<file path="src/rtl/brdir_pkg.sv">
package brdir_pkg;
  localparam int CTR_W = 2;
  typedef logic [CTR_W-1:0] ctr_t;
  localparam ctr_t CTR_MAX    = '1;
  localparam ctr_t CTR_WEAK_T = ctr_t'(1 << (CTR_W - 1));
  localparam ctr_t CTR_WEAK_N = ctr_t'((1 << (CTR_W - 1)) - 1);
endpackage

</file>
<file path="src/rtl/brdir_ctr_sat.sv">
module brdir_ctr_sat
  import brdir_pkg::*;
(
  input  ctr_t cur,
  input  logic taken,
  output ctr_t nxt
);
  always_comb begin
    nxt = cur;
    if (taken) begin
      if (cur != CTR_MAX) nxt = cur + ctr_t'(1);
    end else begin
      if (cur != '0) nxt = cur - ctr_t'(1);
    end
  end
endmodule

</file>
<file path="src/rtl/brdir_static_rule.sv">
module brdir_static_rule (
  input  logic backward,
  output logic guess_taken
);
  // backward displacement: loop closing branch, guess taken
  assign guess_taken = backward;
endmodule

</file>
<file path="src/rtl/brdir_table.sv">
module brdir_table
  import brdir_pkg::*;
#(
  parameter int IDX_W = 4,
  parameter int TAG_W = 26
) (
  input  logic             clk,
  input  logic             rst_n,
  input  logic             wr_en,
  input  logic [IDX_W-1:0] wr_idx,
  input  logic [TAG_W-1:0] wr_tag,
  input  ctr_t             wr_ctr,
  input  logic [IDX_W-1:0] ra_idx,
  output logic             ra_valid,
  output logic [TAG_W-1:0] ra_tag,
  output ctr_t             ra_ctr,
  input  logic [IDX_W-1:0] rb_idx,
  output logic             rb_valid,
  output logic [TAG_W-1:0] rb_tag,
  output ctr_t             rb_ctr
);
  localparam int DEPTH = 1 << IDX_W;

  logic [DEPTH-1:0] v_arr;
  logic [TAG_W-1:0] t_arr [DEPTH];
  ctr_t             c_arr [DEPTH];

  for (genvar i = 0; i < DEPTH; i++) begin : g_ent
    logic             ent_we;
    logic             valid_q, valid_d;
    logic [TAG_W-1:0] tag_q;
    ctr_t             ctr_q;

    assign ent_we = wr_en && (wr_idx == IDX_W'(i));

    always_comb begin
      valid_d = valid_q;
      if (ent_we) valid_d = 1'b1;
    end

    always_ff @(posedge clk or negedge rst_n) begin
      if (!rst_n) valid_q <= 1'b0;
      else        valid_q <= valid_d;
    end

    always_ff @(posedge clk) begin
      if (ent_we) begin
        tag_q <= wr_tag;
        ctr_q <= wr_ctr;
      end
    end

    assign v_arr[i] = valid_q;
    assign t_arr[i] = tag_q;
    assign c_arr[i] = ctr_q;
  end

  assign ra_valid = v_arr[ra_idx];
  assign ra_tag   = t_arr[ra_idx];
  assign ra_ctr   = c_arr[ra_idx];
  assign rb_valid = v_arr[rb_idx];
  assign rb_tag   = t_arr[rb_idx];
  assign rb_ctr   = c_arr[rb_idx];
endmodule

</file>
<file path="src/rtl/brdir_predictor.sv">
module brdir_predictor
  import brdir_pkg::*;
#(
  parameter int PC_W  = 32,
  parameter int IDX_W = 4
) (
  input  logic            clk,
  input  logic            rst_n,
  input  logic [PC_W-1:0] lk_pc,
  input  logic            lk_backward,
  output logic            lk_taken,
  output logic            lk_hit,
  output logic [1:0]      lk_ctr,
  input  logic            up_valid,
  input  logic [PC_W-1:0] up_pc,
  input  logic            up_taken,
  input  logic            up_backward,
  input  logic            up_mispred
);
  localparam int TAG_LO = IDX_W + 2;
  localparam int TAG_W  = PC_W - TAG_LO;

  logic [IDX_W-1:0] lk_idx, up_idx;
  logic [TAG_W-1:0] lk_tag, up_tag;

  assign lk_idx = lk_pc[TAG_LO-1:2];
  assign lk_tag = lk_pc[PC_W-1:TAG_LO];
  assign up_idx = up_pc[TAG_LO-1:2];
  assign up_tag = up_pc[PC_W-1:TAG_LO];

  logic             unused_low_bits;
  assign unused_low_bits = ^{lk_pc[1:0], up_pc[1:0]};

  logic             a_valid, b_valid;
  logic [TAG_W-1:0] a_tag, b_tag;
  ctr_t             a_ctr, b_ctr;
  logic             wr_en;
  ctr_t             wr_ctr;

  brdir_table #(.IDX_W(IDX_W), .TAG_W(TAG_W)) i_table (
    .clk     (clk),
    .rst_n   (rst_n),
    .wr_en   (wr_en),
    .wr_idx  (up_idx),
    .wr_tag  (up_tag),
    .wr_ctr  (wr_ctr),
    .ra_idx  (lk_idx),
    .ra_valid(a_valid),
    .ra_tag  (a_tag),
    .ra_ctr  (a_ctr),
    .rb_idx  (up_idx),
    .rb_valid(b_valid),
    .rb_tag  (b_tag),
    .rb_ctr  (b_ctr)
  );

  // lookup side
  logic lk_static;
  logic lk_match;

  brdir_static_rule i_lk_static (.backward(lk_backward), .guess_taken(lk_static));

  assign lk_match = a_valid && (a_tag == lk_tag);

  always_comb begin
    lk_hit   = lk_match;
    lk_taken = lk_static;
    lk_ctr   = '0;
    if (lk_match) begin
      lk_taken = a_ctr[CTR_W-1];
      lk_ctr   = a_ctr;
    end
  end

  // update side
  logic up_static;
  logic up_match;
  ctr_t trained;

  brdir_static_rule i_up_static (.backward(up_backward), .guess_taken(up_static));
  brdir_ctr_sat     i_sat       (.cur(b_ctr), .taken(up_taken), .nxt(trained));

  assign up_match = b_valid && (b_tag == up_tag);

  always_comb begin
    wr_en  = 1'b0;
    wr_ctr = trained;
    if (up_valid) begin
      if (up_match) begin
        wr_en = 1'b1;
      end else if (up_mispred && (up_static != up_taken)) begin
        wr_en  = 1'b1;
        wr_ctr = up_taken ? CTR_WEAK_T : CTR_WEAK_N;
      end
    end
  end
endmodule

</file>
<file path="config.mk">
export PLATFORM = sky130hd
export DESIGN_NAME = brdir_predictor
export DESIGN_NICKNAME = d
export VERILOG_FILES = /design/src/rtl/brdir_pkg.sv /design/src/rtl/brdir_ctr_sat.sv /design/src/rtl/brdir_static_rule.sv /design/src/rtl/brdir_table.sv /design/src/rtl/brdir_predictor.sv
export SDC_FILE = /design/constraint.sdc
export NUM_CORES = 1
export LEC_CHECK = 0
export BUFFER_PORTS_ARGS = -buffer_cell sky130_fd_sc_hd__buf_4
export CORE_UTILIZATION = 35
export DETAILED_ROUTE_END_ITERATION = 10
export SYNTH_ARGS = -nofsm -noshare
export SYNTH_HDL_FRONTEND = slang
export SYNTH_SLANG_ARGS = --single-unit
export TNS_END_PERCENT = 100
</file>
<file path="constraint.sdc">
create_clock -name clk -period 6.1 [get_ports clk]
set_input_delay 0.915 -clock clk [delete_from_list [all_inputs] [get_ports clk]]
set_output_delay 0.915 -clock clk [all_outputs]
set_load 0.05 [all_outputs]
</file>
==> out/qor.yml <==
run_status:
  status: "finished, final reports clean"
timing:
  setup_viol: 0
  setup_ws_ns: 0.6820
  skew_ns: 0.03191
  holdWs_ns: 0.1706
  period_minus_slack_ns: 5.418
  fin_crit_sh_pct: 88.82
  rsz0062_at_grt: "false"
  setup_tns_ns: 0
  tightestPinTransition_ns: 1.033
  slew_viol_final: 0
  relSlewSlack_pct: 31.08
  hold_viol: 0
  fmax_mhz: 184.6
power_and_ir_drop:
  p_per_area_nw_per_um2: 280.2
  p_sw_uw: 1762
  clkPwrFrac_pct: 41.6
  pwr-share-comb_pct: 10.6
  max-vdd-ir-drop_uv: 167.4
  intPower_uw: 5717
  power.leakage_uw: 0.008872
  p_seq_share_pct: 47.8
  p_sw_share_pct: 23.56
finish:
  fillers: 5823
  final_area_um2: 26690
  layout.nets: 1510
  area_growth_pct: 15.90
  utilization_pct: 41.25
  drive_gt1_share_pct: 31.53
routing:
  wire_per_inst_um: 29.98
  routed_wl_um: 69970
  drtIter0Drc: 1388
  route.detailed.drc: 0
  vias_per_cell: 5.943
  num_vias: 13870
  ant_nets: 0
  first_pass_iters: 7
floorplanning:
  die_h_um: 258.5
  dieArea_um2: 66820
  initial_utilization_pct: 35.59
  die_x_um: 258.5
  rows: 93
  core_area_um2: 64700
  io_pins: 75
worst_setup_path:
  start_kind: "input pin"
  r2r_start: "i_table.g_ent[8].tag_q[18]"
  arrival_ns: 4.50
  endpoint_kind: "output port"
  cpMaxStageDelayCell: "mux4_2"
  max_stage_delay_ns: 0.55
  path_cells: "buf_4 > buf_4 > mux4_2 > a211oi_1 > a21oi_1 > xnor2_1 > nand4_1 > nor4_1 > buf_4 > nand4_1 > mux2i_1 > buf_4"
  path_common_cell: "buf_4"
  startpoint: "lk_pc[4]"
  cp_max_fo: 33
  crit_end: "lk_taken"
  r2r-end: "i_table.g_ent[3].tag_q[18]"
  ff2ff_setup_slack_ns: 2.20
  worstSetupPathType: "in -> out"
  cp.required_ns: 5.18
  reg2reg_depth: 12
place:
  port_buffers: 70
  place_hpwl_um: 45010
  post_dp_cell_area_um2: 25020
  dp_slack_ns: 0.7292
  routabilityCongestion: 0.9109
global_routing:
  grt_pass1_vias: 13987
  grt_pass1_wl_um: 100000
  antenna_found_initial: 2
  overflow: 0
  grt_max_degree: 51
  grt_usage_pct: 20.86
synthesis:
  synth-edff-count: 448
  synth_ff_type: "edfxtp_1"
  syn-num-nets: 1399
  synth_top_area_cell: "edfxtp_1"
  yosysTopAreaCellShare_pct: 58.42
  synth_area_um2: 23030
  async_flop_share_pct: 3.448
  syn_inst: 1328
  syn_area_per_cell_um2: 17.34
  synth_cell_types: 74
  yosys_warnings: 0
  ys_seq_area_share_pct: 60.16
  ys_ff_latch: 464
  synthTopCellsByArea: "edfxtp_1 58%, mux4_2 18%, mux2i_1 5.4%"
clock_tree:
  clk_pin_slew_ns: 0.06
  clockBufferDepth: 3
  hold_buffers: 0
  cts_setup_buffers: 0
  cts_tree: "built"
  cts_root_buffer: "clkbuf_16"
  cts-htree-levels: 2
  numClockSinks: 464
  cts_resized: 0
  cts_made_buffers: 50
  clk_latency_ns: 0.61
job:
  maxCapViolCount: 0
min_path:
  hp-class: "in -> async"
layout make-up:
cell class	instances	area [um^2]	share of cell area, %
diodes	1	2.502	0.009376
clock buffers	59	1306	4.894
clock inverters	32	364.1	1.364
inverters	18	67.56	0.2531
multi-input cells	756	8661	32.45
flip-flops and latches	464	13850	51.90
well taps	855	1070	4.008
repair buffers	149	1366	5.119
cells by family after synthesis:
logic type	after synthesis	synth area share (%)
XOR/XNOR	51	1.940
AND/OR/NAND/NOR	185	4.113
multiplexers	334	24.97
buffers and inverters	108	2.711
flip-flops	464	60.16
AO/OA/AOI/OAI	186	6.113
worst min-delay path by stage:
stage                              start                        end  slack, ns  depth (start not counted)
6_report                           rst_n   i_table.g_ent[6].valid_q       0.17                          1
5_1_grt                            rst_n   i_table.g_ent[4].valid_q       0.17                          1
4_1_cts                            rst_n  i_table.g_ent[14].valid_q       0.15                          1
3_5_place_dp   i_table.g_ent[15].valid_q  i_table.g_ent[15].valid_q       0.48                          1
3_3_place_gp   i_table.g_ent[15].valid_q  i_table.g_ent[15].valid_q       0.47                          1
2_1_floorplan   i_table.g_ent[6].valid_q   i_table.g_ent[6].valid_q       0.44                          1
cells in the mapped netlist (all sizes together), types with 4 or more instances:
cell type and number:
mux2 20, xor2 17, nor3 12, a31oi 16
mux4 190, a21oi 21, a221oi 18, o21bai 8
and2 8, o211ai 5, nor2 29, o21ai 16
mux2i 124, and3 9, edfxtp 448, clkbuf 20
nand2b 5, nor2b 16, buf 70, o22ai 12
a31o 5, nand3 11, inv 15, a32oi 4
nand2 66, a22o 8, dfrtp 16, a41o 4
a22oi 27, a211oi 11, nor4 12, xnor2 34
nand4 10
stage by stage:
stage / instances / power (uW)
final: 2334 / 7479
after global routing: 2334 / 7681
after CTS: 2333 / 7520
after detailed placement: 2242 / 4429
after global placement: 2242 / 4422
after floorplan: 1328 / 4130
power by group through the flow:
stage                     Combinational, uW  Sequential (uW)  Clock (uW)
after global placement                  781             3640           0
after CTS                               790             3570        3150
after detailed placement                788             3640           0
after floorplan                         498             3630           0
final                                   794             3570        3110
after global routing                    836             3580        3270
flip-flops by register name, summed over array words and instances, names as in the netlist:
name                   cells
i_table.g_ent.tag_q      416
i_table.g_ent.valid_q     16
i_table.g_ent.ctr_q       32
worst max-delay path: cells and delay by family:
kind                      cells  cell delay [ns]
muxes                         2             0.81
xor gates and xnor gates      1             0.22
buffers and inverters         4             1.25
AOI/OAI and AO/OA             2             0.36
and+or+nand+nor               3             0.91
cell usage in the layout (no fill, tap or decap), types with 8 or more instances in the layout:
master / n
a22oi_1: 27
a22o_1: 8
nand4_1: 10
xnor2_1: 34
mux2_2: 19
a31oi_1: 15
a211oi_1: 11
nor2_4: 8
mux4_2: 189
clkbuf_1: 8
edfxtp_1: 448
nor4_2: 8
clkbuf_16: 51
o22ai_1: 12
clkinv_1: 14
a21oi_1: 20
a221oi_1: 17
dfrtp_1: 16
nand2_1: 66
buf_4: 128
xor2_1: 17
inv_1: 13
o21bai_1: 8
o21ai_0: 15
nor2b_1: 15
and3_1: 9
nor3_1: 8
mux2i_1: 124
and2_1: 8
buf_12: 19
nand3_1: 11
nor2_1: 20
per-layer routing:
layer / share of wire, % / track usage, % / vias up
met5: 0.020 / 0 / -
met4: 2.3 / 5.835 / 2
met3: 8.1 / 4.499 / 105
met2: 49 / 34.04 / 633
met1: 41 / 28.09 / 7340
li1: - / - / 5790
(Power assumes the default switching activity.)
